==> config.mk <==
export PLATFORM = sky130hd
export DESIGN_NAME = key_write_lock
export DESIGN_NICKNAME = d
export VERILOG_FILES = /design/src/rtl/klock_pkg.sv /design/src/rtl/klock_seq.sv /design/src/rtl/klock_bit.sv /design/src/rtl/klock_window.sv /design/src/rtl/key_write_lock.sv
export SDC_FILE = /design/constraint.sdc
export NUM_CORES = 1
export LEC_CHECK = 0
export BUFFER_PORTS_ARGS = -buffer_cell sky130_fd_sc_hd__buf_2
export CAP_MARGIN = 30
export CORE_AREA = 2 2 39 41
export CTS_BUF_LIST = sky130_fd_sc_hd__clkbuf_4
export DETAILED_ROUTE_END_ITERATION = 8
export DIE_AREA = 0 0 41 43
export PLACE_DENSITY = 0.48
export REMOVE_ABC_BUFFERS = 1
export SYNTH_ARGS = -nofsm -noshare
export SYNTH_HDL_FRONTEND = slang
export SYNTH_SLANG_ARGS = --single-unit
==> constraint.sdc <==
create_clock -name clk -period 1.35 [get_ports clk]
set_input_delay 0.2025 -clock clk [delete_from_list [all_inputs] [get_ports clk]]
set_output_delay 0.2025 -clock clk [all_outputs]
set_load 0.01 [all_outputs]
==> src/rtl/klock_pkg.sv <==
package klock_pkg;

  localparam logic [7:0] KEY_FIRST  = 8'h46;
  localparam logic [7:0] KEY_SECOND = 8'h57;
  localparam int unsigned LOCK_POS  = 6;

  typedef enum logic [1:0] {
    KS_IDLE  = 2'd0,
    KS_HALF  = 2'd1,
    KS_ARMED = 2'd2
  } key_state_e;

  // Next detector state for one bus cycle.
  function automatic key_state_e key_step(key_state_e cur, logic ctrl_wr,
                                          logic other_wr, logic [7:0] d);
    key_state_e nxt;
    nxt = cur;
    if (ctrl_wr) begin
      if (cur == KS_ARMED)                      nxt = KS_IDLE;
      else if (d == KEY_FIRST)                  nxt = KS_HALF;
      else if (cur == KS_HALF && d == KEY_SECOND) nxt = KS_ARMED;
      else                                      nxt = KS_IDLE;
    end else if (other_wr) begin
      nxt = KS_IDLE;
    end
    return nxt;
  endfunction

  // Lock value after an armed control write.
  function automatic logic lock_step(logic cur, logic req, logic one_way);
    return (one_way && cur) ? 1'b1 : req;
  endfunction

endpackage

==> src/rtl/klock_seq.sv <==
module klock_seq
  import klock_pkg::*;
(
  input  logic       clk,
  input  logic       rst_n,
  input  logic       ctrl_wr,
  input  logic       other_wr,
  input  logic [7:0] data,
  output logic       armed,
  output logic       consume
);

  key_state_e state_q;

  always_ff @(posedge clk or negedge rst_n) begin
    if (!rst_n) state_q <= KS_IDLE;
    else        state_q <= key_step(state_q, ctrl_wr, other_wr, data);
  end

  assign armed   = (state_q == KS_ARMED);
  assign consume = ctrl_wr && armed;

  // armed only right after the second key byte following the first
  assert_arm_after_keys_R2: assert property (@(posedge clk) disable iff (!rst_n)
    $rose(armed) |-> $past(ctrl_wr && data == KEY_SECOND && state_q == KS_HALF));

  // one control write uses up the armed state
  assert_armed_consumed_R5: assert property (@(posedge clk) disable iff (!rst_n)
    $past(consume) |-> !armed);

  // foreign writes cancel any progress
  assert_foreign_cancel_R4: assert property (@(posedge clk) disable iff (!rst_n)
    $past(other_wr) |-> state_q == KS_IDLE);

endmodule

==> src/rtl/klock_bit.sv <==
module klock_bit
  import klock_pkg::*;
(
  input  logic clk,
  input  logic rst_n,
  input  logic commit,
  input  logic req_bit,
  input  logic one_way,
  output logic lock
);

  logic lock_q;

  always_ff @(posedge clk or negedge rst_n) begin
    if (!rst_n)      lock_q <= 1'b0;
    else if (commit) lock_q <= lock_step(lock_q, req_bit, one_way);
  end

  assign lock = lock_q;

  // lock moves only on a committed armed write
  assert_lock_held_R6: assert property (@(posedge clk) disable iff (!rst_n)
    !$past(commit) |-> $stable(lock_q));

  // one-way mode never lets a set lock fall
  assert_one_way_R7: assert property (@(posedge clk) disable iff (!rst_n)
    $past(lock_q && one_way) |-> lock_q);

endmodule

==> src/rtl/klock_window.sv <==
module klock_window #(
  parameter int unsigned ADDR_W    = 4,
  parameter int unsigned PROT_BASE = 4,
  parameter int unsigned PROT_CNT  = 8
) (
  input  logic [ADDR_W-1:0] addr,
  output logic              hit
);

  localparam logic [ADDR_W:0] LO = (ADDR_W+1)'(PROT_BASE);
  localparam logic [ADDR_W:0] HI = (ADDR_W+1)'(PROT_BASE + PROT_CNT);

  generate
    if (PROT_CNT == 0) begin : g_empty
      assign hit = 1'b0;
    end else begin : g_range
      logic [ADDR_W:0] ext;
      assign ext = {1'b0, addr};
      assign hit = (ext >= LO) && (ext < HI);
    end
  endgenerate

endmodule

==> src/rtl/key_write_lock.sv <==
module key_write_lock
  import klock_pkg::*;
#(
  parameter int unsigned ADDR_W    = 4,
  parameter int unsigned CTRL_ADDR = 0,
  parameter int unsigned PROT_BASE = 4,
  parameter int unsigned PROT_CNT  = 8
) (
  input  logic              clk,
  input  logic              rst_n,
  input  logic              wr_en,
  input  logic [ADDR_W-1:0] wr_addr,
  input  logic [7:0]        wr_data,
  input  logic              one_way,
  output logic              lock,
  output logic              prot_wr_en
);

  localparam logic [ADDR_W-1:0] CTRL_A = ADDR_W'(CTRL_ADDR);

  logic ctrl_wr, other_wr, armed, consume, win_hit;

  assign ctrl_wr  = wr_en && (wr_addr == CTRL_A);
  assign other_wr = wr_en && (wr_addr != CTRL_A);

  klock_seq u_seq (
    .clk(clk), .rst_n(rst_n), .ctrl_wr(ctrl_wr), .other_wr(other_wr),
    .data(wr_data), .armed(armed), .consume(consume)
  );

  klock_bit u_bit (
    .clk(clk), .rst_n(rst_n), .commit(consume),
    .req_bit(wr_data[LOCK_POS]), .one_way(one_way), .lock(lock)
  );

  klock_window #(.ADDR_W(ADDR_W), .PROT_BASE(PROT_BASE), .PROT_CNT(PROT_CNT)) u_win (
    .addr(wr_addr), .hit(win_hit)
  );

  assign prot_wr_en = wr_en && win_hit && !lock;

  // a locked block never passes a protected write
  assert_locked_drop_R9: assert property (@(posedge clk) disable iff (!rst_n)
    lock |-> !prot_wr_en);

  // lock follows data bit 6 after an armed write when not frozen
  assert_lock_follows_R2: assert property (@(posedge clk) disable iff (!rst_n)
    $past(consume && !(one_way && lock)) |-> lock == $past(wr_data[LOCK_POS]));

endmodule

# Word level (Yosys, flattened, before mapping)
# Cells that the tools add are included.
# Widths: inputs -> output; s select.
[classes] muxes=6 n_reduce_logical=12 eq_ne=4 n_lt_le_gt_ge=2
[op_table] operator="$eq 8x7->1 const B" count=2
[op_table] operator="$mux 2" count=5
[op_table] operator="$logic_and 1x1->1" count=8
[op_table] operator="$ge 4x3->1 const B" count=1
[op_table] operator="$logic_not 4->1" count=1
[op_table] operator="$lt 4x4->1 const B" count=1
[op_table] operator="$reduce_bool 4->1" count=1
[op_table] operator="$eq 2x1->1 const B" count=1
[op_table] operator="$eq 2x2->1 const B" count=1
[op_table] operator="$reduce_bool 2->1" count=1
[op_table] operator="$logic_not 1->1" count=1
[op_table] operator="$mux 1" count=1
[totals] regBits=3 inputBits=16 output_inout_bits=2 word_cells=26

# Longest topological paths before layout
# Gate-level depths: netlist of the first run.
[depth] ltp_word=6 depth_mapped=5 ltp_nobuf=5

# Hierarchy
# From an unflattened synthesis of the first run, not the netlist that was laid out.
[hier_totals] cells_unflattened=23 area_unflattened_um2=216.5
[modules_own_cells] mod="klock_seq" seq_area_each_um2=50.0 cells_per_inst=14 n_inst=1 area_each_um2=135.1
[modules_own_cells] mod="klock_bit" seq_area_each_um2=25.0 cells_per_inst=3 n_inst=1 area_each_um2=40.0
[modules_own_cells] mod="key_write_lock" seq_area_each_um2=0.0 cells_per_inst=5 n_inst=1 area_each_um2=32.5
[modules_own_cells] mod="klock_window" seq_area_each_um2=0.0 cells_per_inst=1 n_inst=1 area_each_um2=8.8

# Worst setup path before layout of the first run
# OpenSTA, ideal clock, no wires.
[synth_path] path_kind="input-to-reg" from="input wr_addr[2]" to="register u_seq.state_q[0]" setup_slack_ns=0.358 stages=5 arrival_time_ns=0.888 t_required_ns=1.246 path_buffers=0 cell_sequence="inv_1 -> ha_1 -> and4bb_4 -> nand4_2 -> o41ai_2"
[synth_via] elab_chain_len=3 elab_cells_between_ends=6 classes_between="1 x mux; 5 x reduce/logical"
[synth_lines] element="start: declaration" line="key_write_lock.sv:12" text="input logic [ADDR_W-1:0] wr_addr,"
[synth_lines] element="$logic_not 4->1 / $reduce_bool 4->1 (equally long branches)" line="key_write_lock.sv:23, key_write_lock.sv:24"
[synth_lines] element="$logic_and 1x1->1 (on tied branches)" line="key_write_lock.sv:23, key_write_lock.sv:24"
[synth_lines] element="$mux 2 / $reduce_bool 2->1 (equally long branches)"
[synth_lines] element="end signal: assignment" line="klock_seq.sv:17" text="else state_q <= key_step(state_q, ctrl_wr, other_wr, data);"
[synth_lines] element="end: declaration" line="klock_seq.sv:13" text="key_state_e state_q;"
# Several ways; a longest one is shown, not always the timed one.
# A chain may end at the register's enable or synchronous reset.

# Final worst setup path of the first run
[layout_path] from="register u_seq.state_q[0]" to="register u_bit.lock_q, in the netlist u_bit.lock"
[layout_via] elab_chain_len=2
[layout_lines] element="$eq 2x2->1" line="klock_seq.sv:20" text="assign armed = (state_q == KS_ARMED);"
[layout_lines] element="$logic_and 1x1->1" line="klock_seq.sv:21" text="assign consume = ctrl_wr && armed;"
[layout_lines] element="end signal: assignment" line="klock_bit.sv:16" text="else if (commit) lock_q <= lock_step(lock_q, req_bit, one_way);"
[layout_lines] element="end: declaration" line="klock_bit.sv:12" text="logic lock_q;"
# Every way passes these cells.

==> flow_summary.yaml, run 1 <==
outcome:
  outcome: "completed"
worst_setup_path:
  crit_buf_inv: 0
  crit_path_max_fanout: 3
  end_kind: "register"
  worstPathArrival_ns: 1.18
  cp_data_required_time_ns: 1.47
  slowest_stage: "dfrtp_1"
  critical_path.max_stage_delay_ns: 0.38
  path_cells: "nor2b_1 -> nand3b_1 -> a32o_1"
  start_kind: "register"
  critical_path_class: "register to register"
  crit_family: "flip-flops"
power:
  p_clk_frac: 0.568
  pwr-share-seq: 0.294
  p_sw_uw: 63.1
  switching_share: 0.203
  powerDensity_mw_per_mm2: 882
  p_leak_uw: 0.000199
  power.internal_uw: 247
  combPwrFrac: 0.138
  ir_worst_vdd_v: 0.000309
global_routing:
  grt_first_pass_wirelength_um: 724
  grt_overflow: 0
  grt_pass1_vias: 191
  grt_use_total: 0.0695
  antenna_found_initial: 0
  grt_max_degree: 5
sta:
  slew-limit-headroom: 0.824
  hold_viol: 0
  fin_crit_sh: 0.789
  worst_pin_slew_ns: 0.261
  fin_tns_setup_ns: 0
  layout_min_cycle_time_ns: 1.06
  max_freq_mhz: 939
  setup_viol: 0
  rsz0062_at_grt: "no"
  drv_slew: 0
  finClkSkew_ns: 0.0000278
job:
  cap_violations: 0
clock_tree:
  ctsResizeCount: 0
  cts_buffer_depth: 2
  cts_tree: "yes"
  clk_transition_reported_paths_ns: 0.04
  post_cts_buffers: 0
  numCtsBuffers: 3
  htree_levels: 1
  ctsRootBufferMaster: "clkbuf_4"
  hold_buffers: 1
  clkLatencyLatePin_ns: 0.23
  clkSinkCount: 3
die:
  initial_core_util: 0.149
  dieArea_mm2: 0.00176
  die_h_um: 43
  rows: 14
  core_area_mm2: 0.00138
  die-width_um: 41
  io_pins: 18
finish:
  n_fill_cell: 158
  final_core_utilization: 0.254
  insertedDiodeCount: 0
  register_area_um2: 75.1
  drive_above_1_share: 0.571
  multi_input_area_um2: 120
  syn2layout_area_growth_pct: 70.3
  nets: 60
placed_design:
  place.gp.congestion: 0.630
  portBuffers: 17
detailed_routing:
  dr.pass1.iters: 2
  wl_per_cell_um: 9.60
  antenna_left: 0
  num_vias: 236
  viasPerCell: 4.07
  routed_wl_um: 557
  initialDrtViolationCount: 4
  drcViolationCount: 0
synthesis:
  synth_top_area_frac: 0.364
  ys_seq_elements: 3
  synth_warnings: 0
  ys_types: 15
  synth_edf_count: 0
  synth_cells: 20
  yosys-top-cells-area: "dfrtp_1 (36%), and4bb_4 (7.9%), o41ai_2 (7.9%), ha_1 (6.1%), nand4_2 (6.1%)"
  ys.flop_type: "dfrtp_1"
  synth_top_area_cell: "dfrtp_1"
  ys_seq_area_frac: 0.364
  synthTopCellsByCount: "dfrtp_1 (3), inv_1 (3), nor2_1 (2)"
  syn-cell-area_um2: 206
  syn_area_per_cell_um2: 10.3
  async_reset_ff_frac: 1.00
min_path:
  hp-class: "input pin to register"
metrics by stage:
stage | cell area (um2) | hold slack [ns] | worst slack [ns] | total power (uW) | std cells
3_3_place_gp | 312 | 0.00209 | 0.169 | 133 | 53
3_5_place_dp | 312 | -0.000554 | 0.148 | 133 | 53
4_1_cts | 352 | 0.176 | 0.286 | 322 | 58
6_report | 352 | 0.189 | 0.285 | 310 | 58
2_1_floorplan | 206 | -0.0931 | 0.358 | 104 | 20
5_1_grt | 352 | 0.169 | 0.231 | 342 | 58
area by class of cell:
cell class | count | share of cell area
multi-input cells | 14 | 0.342
repair buffers | 18 | 0.270
flip-flops and latches | 3 | 0.214
clock buffers | 4 | 0.0854
inverters | 3 | 0.0320
well taps | 16 | 0.0569
cells by family after synthesis:
group                      Yosys count  synth area share
and+or+nand+nor                     10             0.364
DFF                                  3             0.364
buffers and inverters                3            0.0545
AOI/OAI and AO/OA                    3             0.158
adders and majority gates            1            0.0606
placed cells by master (no fill, tap or decap), drive strengths merged:
| master | n |
|---|---|
| a32o | 1 |
| and3b | 1 |
| and4bb | 1 |
| buf | 17 |
| clkbuf | 4 |
| dfrtp | 3 |
| dlygate4sd3 | 1 |
| ha | 1 |
| inv | 3 |
| nand2 | 1 |
| nand2b | 1 |
| nand3b | 1 |
| nand4 | 2 |
| nor2 | 2 |
| nor2b | 1 |
| o22ai | 1 |
| o41ai | 1 |
metal layers:
layer / global-route usage / up-vias / share of wire
met3: 0.0576 / 0 / 0.20
li1: - / 117 / -
met5: 0 / - / 0
met2: 0.0625 / 18 / 0.32
met4: 0.0800 / 0 / 0
met1: 0.0844 / 101 / 0.48
power by group through the flow:
| stage | Combinational [uW] | Sequential (uW) | Clock (uW) |
|---|---|---|---|
| 2_1_floorplan | 11.9 | 92.4 | 0 |
| 3_3_place_gp | 40.7 | 92.3 | 0 |
| 3_5_place_dp | 40.9 | 92.3 | 0 |
| 4_1_cts | 43.3 | 91.1 | 188 |
| 5_1_grt | 47.2 | 91.0 | 204 |
| 6_report | 42.7 | 91.2 | 176 |
path summary, 6_finish.rpt:
kind,start,endpoint,slack [ns],depth (start not counted)
max reg2reg,u_seq.state_q[0],u_bit.lock,0.29,3
min,wr_data[4],u_seq.state_q[0],0.19,2
min in group asynchronous,rst_n,u_seq.state_q[0],0.29,2
max,u_seq.state_q[0],u_bit.lock,0.29,3
max in group asynchronous,rst_n,u_seq.state_q[1],0.96,2
min reg2reg,u_seq.state_q[0],u_seq.state_q[0],0.52,2
sequential cells by signal (all words and copies together) (netlist names):
| register | cells |
|---|---|
| u_seq.state_q | 2 |
| u_bit.lock | 1 |
No activity file was read; power rests on OpenSTA's default activity.
==> run 2, diff against run 1 <==
- clock period: 1.35 -> 1.05 ns (I/O delays scaled with it)
==> run 2 against run 1 <==
Hold slack worse by 0.057 ns. Sequential power is 28% higher. Global-route usage is 0.69 points higher. Clock power is 28% higher. Routed wire length is 7.0% higher. Sequential share of layout area is 0.59 points lower. Critical endpoint is now prot_wr_en.
==> flow_summary.yaml, run 2 (synthesis gave the netlist of run 1 again) <==
worst_setup_path:
  cp_data_required_time_ns: 0.89
  crit_family: "flip-flops"
  path_cells: "nor2_1 -> buf_2"
  endpoint: "prot_wr_en"
  crit_path_max_fanout: 3
  critical_path_class: "register to output pin"
  r2r_end: "u_bit.lock"
  slowest_stage: "dfrtp_1"
  cp.depth: 2
  worstPathArrival_ns: 0.83
  crit_buf_inv: 1
  startpoint: "u_bit.lock"
  rrSetupSlack_ns: 0.08
  rr_worst_depth: 3
  end_kind: "output pin"
  r2r-start: "u_seq.state_q[0]"
  start_kind: "register"
  critical_path.max_stage_delay_ns: 0.38
clock_tree:
  numCtsBuffers: 3
  htree_levels: 1
  clk_transition_reported_paths_ns: 0.04
  cts_tree: "yes"
  ctsRootBufferMaster: "clkbuf_4"
  post_cts_buffers: 0
  clkLatencyLatePin_ns: 0.23
  clkSinkCount: 3
  cts_buffer_depth: 2
power:
  powerDensity_mw_per_mm2: 1100
  combPwrFrac: 0.138
  switching_share: 0.202
  power.internal_uw: 318
  finalPower_uw: 399
  p_clk_frac: 0.568
  p_leak_uw: 0.000203
  pwr-share-seq: 0.294
  p_sw_uw: 80.6
  ir_worst_vdd_v: 0.000424
placed_design:
  place.gp.congestion: 0.726
  portBuffers: 17
  place_hpwl_um: 499
  dp_cells: 54
detailed_routing:
  num_vias: 233
  drt-met1-wl_um: 262
  wl_met3_um: 131
  antenna_left: 0
  wl_per_cell_um: 10.1
  dr.pass1.iters: 2
  routed_wl_um: 596
  drcViolationCount: 0
  initialDrtViolationCount: 5
  dr_wl_met2_um: 203
  route.top_layer_used: "met3"
  viasPerCell: 3.95
sta:
  slew-limit-headroom: 0.852
  setup_viol: 0
  max_freq_mhz: 1010
  rsz0062_at_grt: "yes"
  worst_pin_slew_ns: 0.220
  fin_tns_setup_ns: 0
  fin_crit_sh: 0.944
  hold_viol: 0
  drv_slew: 0
  finClkSkew_ns: 0.00172
  layout_min_cycle_time_ns: 0.991
finish:
  largest_register: "u_seq.state_q"
  final_common_cell: "buf_2"
  insertedDiodeCount: 0
  nets: 61
  layoutNonFillerInstCount: 59
  syn2layout_area_growth_pct: 75.2
  final_cell_mix: "buf_2 (17), clkbuf_4 (4), inv_1 (3), dfrtp_1 (3), nor2_1 (2)"
  drive_above_1_share: 0.605
  n_fill_cell: 148
  largest_register_ffs: 2
die:
  rows: 14
  initial_core_util: 0.149
  core_area_mm2: 0.00138
  die_h_um: 43
  io_pins: 18
  die-width_um: 41
  dieArea_mm2: 0.00176
global_routing:
  grt_pass1_vias: 202
  grt_max_degree: 5
  grt_first_pass_wirelength_um: 800
  antenna_found_initial: 0
  grt_use_total: 0.0764
  grt_overflow: 0
job:
  cap_violations: 0
min_path:
  hp-class: "input pin to register"
outcome:
  outcome: "completed"
run 2: cell count changes in the layout (fill, tap and decap cells not counted), sizes merged:
cell / before / now
buf: 17 / 18
run 2: final cells by class:
class,count,area [um2],share of cell area
sequential,3,75.1,0.208
multi-input combinational,14,123,0.339
timing repair buffer,19,103,0.284
inverter,3,11.3,0.0311
tap,16,20.0,0.0554
clock buffer,4,30.0,0.0830
run 2: power by group through the flow:
stage               clock (uW)  combinational (uW)  sequential, uW
finish                     226                55.1             117
global route               257                61.2             117
CTS                        240                55.6             117
detailed placement           0                52.5             119
global placement             0                52.8             119
floorplan                    0                15.3             119
run 2: routing by layer:
metal	global-route usage	vias to the layer above
met2	0.0656	18
li1	-	121
met1	0.0935	94
met4	0.100	0
met3	0.0576	0
met5	0	-
run 2: worst min path at each step:
stage / slack [ns] / startpoint / cells past startpoint / to
after global routing: 0.12 / wr_data[0] / 2 / u_seq.state_q[0]
final: 0.13 / wr_data[4] / 2 / u_seq.state_q[0]
after detailed placement: -0.04 / rst_n / 1 / u_bit.lock
after CTS: 0.12 / wr_data[4] / 2 / u_seq.state_q[0]
after global placement: -0.04 / rst_n / 1 / u_seq.state_q[1]
after floorplan: -0.14 / rst_n / 0 / u_bit.lock
run 2: stage by stage:
stage | setup WS [ns] | hold slack (ns) | area [um2] | util
5_1_grt | -0.00802 | 0.121 | 362 | 0.261
6_report | 0.0586 | 0.132 | 362 | 0.261
3_3_place_gp | -0.0495 | -0.0413 | 319 | 0.231
2_1_floorplan | 0.0823 | -0.138 | 206 | -
4_1_cts | 0.00675 | 0.122 | 359 | 0.259
3_5_place_dp | -0.0844 | -0.0422 | 319 | 0.231
run 2: timing repair:
| item | CTS | global route |
|---|---|---|
| resized for setup | 0 | 1 |
| setup endpoints to repair | 0 | 2 |
| hold buffers | 1 | 0 |
| endpoints found under the hold margin | 3 | 0 |
